--- config.mk ---
export PLATFORM = sky130hd
export DESIGN_NAME = raw_interlock
export DESIGN_NICKNAME = d
export VERILOG_FILES = /design/src/rtl/hz_pkg.sv /design/src/rtl/hz_cmp_slice.sv /design/src/rtl/hz_stall_policy.sv /design/src/rtl/hz_bubble_mux.sv /design/src/rtl/raw_interlock.sv
export SDC_FILE = /design/constraint.sdc
export NUM_CORES = 1
export LEC_CHECK = 0
export BUFFER_PORTS_ARGS = -buffer_cell sky130_fd_sc_hd__buf_4
export CELL_PAD_IN_SITES_DETAIL_PLACEMENT = 1
export CELL_PAD_IN_SITES_GLOBAL_PLACEMENT = 1
export CORE_MARGIN = 1.5
export CORE_UTILIZATION = 23
export DETAILED_ROUTE_END_ITERATION = 16
export PLACE_DENSITY_LB_ADDON = 0.3
export SLEW_MARGIN = 20
export SYNTH_ARGS = -nofsm -noshare
export SYNTH_HDL_FRONTEND = slang
export SYNTH_HIERARCHICAL = 1
export SYNTH_SLANG_ARGS = --single-unit
--- constraint.sdc ---
create_clock -name vclk -period 1.9
set_input_delay 0.19 -clock vclk [all_inputs]
set_output_delay 0.19 -clock vclk [all_outputs]
set_load 0.02 [all_outputs]
--- src/rtl/hz_pkg.sv ---
package hz_pkg;

    // Number of producer latches compared against decode: ID/EX, EX/MEM, MEM/WB.
    localparam int N_PROD = 3;

    typedef enum logic [1:0] {
        PROD_EX  = 2'd0,
        PROD_MEM = 2'd1,
        PROD_WB  = 2'd2
    } prod_stage_e;

    // Per-producer match result, one bit per decode source operand.
    typedef struct packed {
        logic src_a;
        logic src_b;
    } src_hit_t;

    function automatic logic any_hit(input src_hit_t h);
        return h.src_a | h.src_b;
    endfunction

endpackage

--- src/rtl/hz_cmp_slice.sv ---
module hz_cmp_slice
    import hz_pkg::*;
#(
    parameter int REG_W = 5
) (
    input  logic [REG_W-1:0] dst,
    input  logic             dst_wr,
    input  logic [REG_W-1:0] src_a,
    input  logic             src_a_rd,
    input  logic [REG_W-1:0] src_b,
    input  logic             src_b_rd,
    output src_hit_t         hit
);
    localparam logic [REG_W-1:0] ZERO_REG = '0;

    logic dst_live;

    // Producer counts only if it writes a real register.
    assign dst_live = dst_wr && (dst != ZERO_REG);

    always_comb begin
        hit.src_a = dst_live && src_a_rd && (src_a == dst);
        hit.src_b = dst_live && src_b_rd && (src_b == dst);
    end

    always_comb begin
        // a non-writing producer never matches.
        a_r3_nowrite_no_hit: assert (dst_wr || !any_hit(hit));
        // register zero never matches.
        a_r2_zero_no_hit: assert ((dst != ZERO_REG) || !any_hit(hit));
        // unread sources never match.
        a_r4_unread_no_hit: assert ((src_a_rd || !hit.src_a) && (src_b_rd || !hit.src_b));
    end
endmodule

--- src/rtl/hz_stall_policy.sv ---
module hz_stall_policy
    import hz_pkg::*;
#(
    parameter bit BYPASS_EN      = 1'b1,
    parameter bit RF_WRITE_FIRST = 1'b1
) (
    input  src_hit_t hit_ex,
    input  src_hit_t hit_mem,
    input  src_hit_t hit_wb,
    input  logic     ex_load,
    input  logic     flush,
    output logic     stall
);
    localparam bit NO_BYP   = !BYPASS_EN;
    localparam bit WB_LATE  = NO_BYP && !RF_WRITE_FIRST;

    logic need_ex, need_mem, need_wb, need;

    // Execute-stage producer: with bypassing only a load is too late.
    assign need_ex  = any_hit(hit_ex) && (ex_load || NO_BYP);
    // Memory-stage producer: bypass covers it when bypassing exists.
    assign need_mem = any_hit(hit_mem) && NO_BYP;
    // Writeback producer: only late if register file reads before writing.
    assign need_wb  = any_hit(hit_wb) && WB_LATE;

    assign need  = need_ex || need_mem || need_wb;
    assign stall = need && !flush;

    always_comb begin
        // flush wins over any stall request.
        a_r10_flush_kills_stall: assert (!(flush && stall));
        // with bypassing, only an execute-stage load stalls.
        a_r6_bypass_only_load: assert (NO_BYP || !stall || (ex_load && any_hit(hit_ex)));
    end
endmodule

--- src/rtl/hz_bubble_mux.sv ---
module hz_bubble_mux #(
    parameter int CTRL_W = 8
) (
    input  logic              bubble,
    input  logic [CTRL_W-1:0] ctrl_in,
    output logic [CTRL_W-1:0] ctrl_out
);
    localparam logic [CTRL_W-1:0] NOP_CTRL = '0;

    always_comb begin
        ctrl_out = bubble ? NOP_CTRL : ctrl_in;
    end

    always_comb begin
        // a bubble carries no control activity.
        a_r9_bubble_zero: assert (!bubble || (ctrl_out == NOP_CTRL));
    end
endmodule

--- src/rtl/raw_interlock.sv ---
module raw_interlock
    import hz_pkg::*;
#(
    parameter int REG_W          = 5,
    parameter int CTRL_W         = 8,
    parameter bit BYPASS_EN      = 1'b1,
    parameter bit RF_WRITE_FIRST = 1'b1
) (
    input  logic [REG_W-1:0]  id_rs1,
    input  logic [REG_W-1:0]  id_rs2,
    input  logic              id_rs1_rd,
    input  logic              id_rs2_rd,
    input  logic              id_flush,
    input  logic [CTRL_W-1:0] id_ctrl,
    input  logic [REG_W-1:0]  ex_rd,
    input  logic              ex_rf_wr,
    input  logic              ex_load,
    input  logic [REG_W-1:0]  mem_rd,
    input  logic              mem_rf_wr,
    input  logic [REG_W-1:0]  wb_rd,
    input  logic              wb_rf_wr,
    output logic              pc_we,
    output logic              ifid_we,
    output logic              idex_bubble,
    output logic [CTRL_W-1:0] idex_ctrl
);
    logic [REG_W-1:0] prod_dst [N_PROD];
    logic             prod_wr  [N_PROD];
    src_hit_t         prod_hit [N_PROD];
    logic             stall;

    assign prod_dst[PROD_EX]  = ex_rd;
    assign prod_wr[PROD_EX]   = ex_rf_wr;
    assign prod_dst[PROD_MEM] = mem_rd;
    assign prod_wr[PROD_MEM]  = mem_rf_wr;
    assign prod_dst[PROD_WB]  = wb_rd;
    assign prod_wr[PROD_WB]   = wb_rf_wr;

    // Six comparisons: each producer latch against both decode sources.
    for (genvar g = 0; g < N_PROD; g++) begin : g_cmp
        hz_cmp_slice #(.REG_W(REG_W)) u_cmp (
            .dst      (prod_dst[g]),
            .dst_wr   (prod_wr[g]),
            .src_a    (id_rs1),
            .src_a_rd (id_rs1_rd),
            .src_b    (id_rs2),
            .src_b_rd (id_rs2_rd),
            .hit      (prod_hit[g])
        );
    end

    hz_stall_policy #(
        .BYPASS_EN      (BYPASS_EN),
        .RF_WRITE_FIRST (RF_WRITE_FIRST)
    ) u_policy (
        .hit_ex  (prod_hit[PROD_EX]),
        .hit_mem (prod_hit[PROD_MEM]),
        .hit_wb  (prod_hit[PROD_WB]),
        .ex_load (ex_load),
        .flush   (id_flush),
        .stall   (stall)
    );

    assign pc_we       = !stall;
    assign ifid_we     = !stall;
    assign idex_bubble = stall;

    hz_bubble_mux #(.CTRL_W(CTRL_W)) u_bubble (
        .bubble   (idex_bubble),
        .ctrl_in  (id_ctrl),
        .ctrl_out (idex_ctrl)
    );

    always_comb begin
        // hold enables agree and oppose the bubble select.
        a_r11_hold_consistent: assert ((pc_we == ifid_we) && (idex_bubble != pc_we));
        // a bubble only appears when some comparator matched.
        a_r1_bubble_needs_hit: assert (!idex_bubble ||
            any_hit(prod_hit[PROD_EX]) || any_hit(prod_hit[PROD_MEM]) || any_hit(prod_hit[PROD_WB]));
        // with no bubble the decoded control passes unchanged.
        a_r9_pass_through: assert (idex_bubble || (idex_ctrl == id_ctrl));
    end
endmodule

==> flow_summary.ini, run 1 <==
[logic_synthesis]
ys.warnings.count = 6
syn_inst = 30
syn_area_um2 = 211.5
synth.avg_cell_area_um2 = 7.048
syn-num-nets = 70

[status]
haltStage = 2_4_floorplan_pdn
tool.error = [ERROR PDN-0185] Insufficient width (27.20 um) to add straps on layer met5 in grid "grid" with total strap width 15.2 um and offset 13.6 um.
outcome = aborted with a tool error

[die]
start_util_pct = 26.00
chipHeight_um = 33.32
die_w_um = 33.32
rows = 10
==> inputs of run 2 (changes only) <==
Settings changed: CELL_PAD_IN_SITES_DETAIL_PLACEMENT 1 to default, CELL_PAD_IN_SITES_GLOBAL_PLACEMENT 1 to default, CORE_AREA from default to 2 2 63 65, CORE_MARGIN 1.5 to default, CORE_UTILIZATION 23 to default, DIE_AREA from default to 0 0 65 67, PLACE_DENSITY_LB_ADDON 0.3 to 0.15.
==> flow_summary.ini, run 2 <==
[status]
outcome = completed

[logic_synthesis]
syn_inst = 30
syn-num-nets = 70
ys.warnings.count = 6
synth.avg_cell_area_um2 = 7.048
syn_area_um2 = 211.5

[global_route]
grt_pass1_wl_um = 1324
antenna_found_initial = 0
grt_pass1_vias = 261
grtUsageMet1_pct = 5.600
grt_max_degree = 11
grtUsageMet2_pct = 7.088
track_usage_pct = 4.013
busiest_layer = met2
overflow = 0
use_met3_pct = 0.3378

[place]
gp_congestion = 0.5877
place_area_um2 = 563.0
portBuffers = 39
dp_slack_ns = 0.05177

[cells_and_area]
final_common_cell = buf_4
antenna_cells = 0
fill_cells = 417
nClkBuffers = 0
multi_input_area_um2 = 266.5
drive_above_1_share_pct = 67.14
final_util_pct = 17.80
final_cell_mix = 38 x buf_4, 10 x xnor2_1, 8 x nor2b_1
seqCellArea_um2 = 0
fin_area_um2 = 641.9
area_delta_synth_final_pct = 203.6
seq_cell_count = 0
nets = 112

[worst_setup_path]
critical_path_class = input port to output pin
crit_path_end_kind = output pin
critPathMaxStageDelay_ns = 0.54
start_kind = input port
critPathTopFamily = simple AND/OR/NAND/NOR gates
cp.arrival_ns = 1.66
crit_fanout = 5
cp_num_buf_inv = 2
path_cells = buf_8 -> or4_4 -> o21ai_4 -> nor3_4 -> nor2_4 -> nor3b_4 -> nor2b_1 -> buf_4
cp_slowest_cell = or4_4
worstPathRequired_ns = 1.71

[die]
core_um2 = 3606
start_util_pct = 5.864
die_w_um = 65
die-area_um2 = 4355
chipHeight_um = 67
rows = 22
ioPinCount = 51

[detailed_routing]
wl_per_cell_um = 9.831
routed_via_density = 2.822
drc_errors = 0
totalWireLength_um = 1160
vias = 333
ant_nets = 0
drtPass1Iterations = 1
first_iter_violations = 0

[sta]
worstMarginPinSlew_ns = 0.2573
fin_crit_ns = 1.846
setup-violations-final = 0
finalHoldViolCount = 0
rsz0062_at_grt = true
finalCritPeriodShare_pct = 97.15
drv_slew = 0
finalSetupTns_ns = 0
fin_ws_ns = 0.05424
max-slew-margin-rel_pct = 82.83
max_freq_mhz = 541.8

[power]
ir_worst_vdd_mv = 0.04227
power_leakage_nw = 0.2828
p_per_area_nw_per_um2 = 197.5
power_mw = 0.1268

[clock_network]
cts_hold_buf = 0

[run]
cap_violations = 0

[worst_hold_path]
worstHoldPathType = input port to output pin
[run 2: layer usage]
metal | wire, um | vias up
met5 | 0 | -
met4 | 0 | 0
met3 | 38 | 0
met2 | 663 | 10
met1 | 458 | 142
li1 | - | 181
[run 2: repair_timing]
item | 4_1_cts | 5_1_grt
buffers inserted | 0 | 1
resized for setup | 0 | 12
setup endpoints to repair | 0 | 8
[run 2: power breakdown]
group	switching, mW	internal [mW]
combinational	0.0509	0.0759
clock	0	0
sequential	0	0
total	0.0509	0.0759
[run 2: cell type report]
cell class | instances | area share [%]
Tap cell | 48 | 9.357
Inverter | 1 | 0.5848
Timing Repair Buffer | 40 | 48.54
Multi-Input combinational cell | 29 | 41.52
[run 2: final timing paths]
check  slack, ns        from  cells after the start      endpoint
max         0.05    ex_rd[2]                      8  idex_ctrl[4]
min         0.71  id_ctrl[6]                      3  idex_ctrl[6]
[run 2: metrics by stage]
stage / hold WS [ns] / cells
floorplan: 0.4362 / 30
global placement: 0.6974 / 116
detailed placement: 0.6949 / 116
CTS: 0.6951 / 116
global route: 0.7204 / 118
finish: 0.7074 / 118
Note: power is estimated with default switching activity, not from simulation.
==> inputs of run 3 (changes only) <==
Settings changed: CELL_PAD_IN_SITES_DETAIL_PLACEMENT from default to 0, CELL_PAD_IN_SITES_GLOBAL_PLACEMENT from default to 1.
==> flow_summary.ini, run 3 (same netlist as run 2, synthesis figures left out) <==
[place]
portBuffers = 39
gp_congestion = 0.5598
hpwl_um = 978.5
place_area_um2 = 563.0

[cells_and_area]
final_util_pct = 17.45
antenna_cells = 0
fin_area_um2 = 629.4
area_delta_synth_final_pct = 197.6
final_common_cell = buf_4
nClkBuffers = 0
seq_cell_count = 0
nets = 112
fill_cells = 419
seqCellArea_um2 = 0
drive_above_1_share_pct = 67.14
final_cell_mix = 38 x buf_4, 10 x xnor2_1, 8 x nor2b_1

[die]
die_w_um = 65
ioPinCount = 51
rows = 22
core_um2 = 3606
start_util_pct = 5.864
chipHeight_um = 67
die-area_um2 = 4355

[detailed_routing]
routed_via_density = 3.000
wl_per_cell_um = 9.475
vias = 354
totalWireLength_um = 1118
drtPass1Iterations = 2
drc_errors = 0
ant_nets = 0
first_iter_violations = 2

[worst_hold_path]
min_from = id_flush
worstHoldPathType = input port to output pin
hold_end = idex_bubble
hold_depth = 3

[worst_setup_path]
critical_path_class = input port to output pin
worstPathRequired_ns = 1.71
cp.arrival_ns = 1.60
crit_path_end_kind = output pin
start_kind = input port
cp_slowest_cell = or4_4
crit_fanout = 5
critPathMaxStageDelay_ns = 0.54
path_cells = buf_8 -> or4_4 -> o21ai_4 -> nor3_2 -> nor2_4 -> nor3b_4 -> nor2b_1 -> buf_4

[sta]
drv_slew = 0
finalHoldViolCount = 0
fin_crit_ns = 1.788
finalCritPeriodShare_pct = 94.09
setup-violations-final = 0
max-slew-margin-rel_pct = 82.49
max_freq_mhz = 559.4
worstMarginPinSlew_ns = 0.2624
finalSetupTns_ns = 0

[power]
p_per_area_nw_per_um2 = 194.6
power_leakage_nw = 0.2691
power_mw = 0.1225
ir_worst_vdd_mv = 0.05245

[global_route]
antenna_found_initial = 0
grt_pass1_wl_um = 1421
track_usage_pct = 4.226
overflow = 0
grt_max_degree = 11
grt_pass1_vias = 301

[status]
outcome = completed

[run]
cap_violations = 0
[run 3: cell types whose count changed in the layout (fill, tap and decap cells not counted)]
cell,delta
nor3_2,+2
nor3_4,-2
[run 3: worst max-delay path by stage]
| stage | start | slack [ns] | cells past startpoint | to |
|---|---|---|---|---|
| 3_5_place_dp | ex_rd[1] | 0.02 | 8 | idex_ctrl[6] |
| 3_3_place_gp | ex_rd[1] | 0.05 | 8 | idex_ctrl[0] |
| 6_report | ex_rd[3] | 0.11 | 8 | idex_ctrl[6] |
| 5_1_grt | ex_rd[3] | -0.0002 | 8 | idex_ctrl[6] |
| 4_1_cts | ex_rd[1] | 0.02 | 8 | idex_ctrl[6] |
| 2_1_floorplan | ex_rd[1] | 0.16 | 7 | pc_we |
[run 3: routing by layer]
metal  vias up  routed length [um]  track usage (%)
li1        182                   -                -
met1       160                 445            6.100
met2        12                 621            7.345
met3         0                  50           0.1689
met4         0                   0                0
met5         -                   0                0
[run 3: metrics by stage]
stage,setup WS (ns),hold WS (ns),std cells
global route,-0.0001764,0.7183,118
finish,0.1123,0.7023,118
floorplan,0.1586,0.4362,30
CTS,0.02142,0.7035,116
detailed placement,0.02496,0.7028,116
global placement,0.04637,0.7016,116
[run 3: area by class of cell]
cell class / count / area, um2 / area share [%]
well taps: 48 / 60.06 / 9.543
multi-input cells: 29 / 254.0 / 40.36
inverters: 1 / 3.754 / 0.5964
repair buffers: 40 / 311.5 / 49.50
[run 3: repair_timing]
action,in CTS,in global routing
hold buffers,0,0
buffers inserted,0,1
resized for setup,0,10
endpoints found under the setup margin,0,10
endpoints found under the hold margin,0,0
[run 3: worst max-delay path: cells and delay by family]
family / cells / cell delay, ns
AOI/OAI and AO/OA: 1 / 0.18
buffers and inverters: 2 / 0.25
and+or+nand+nor: 5 / 0.98
[run 3: report_power, final]
| part | switching [mW] | internal [mW] | total, mW |
|---|---|---|---|
| Clock | 0 | 0 | 0 |
| Sequential | 0 | 0 | 0 |
| Combinational | 0.0469 | 0.0756 | 0.122 |
| Total | 0.0469 | 0.0756 | 0.122 |
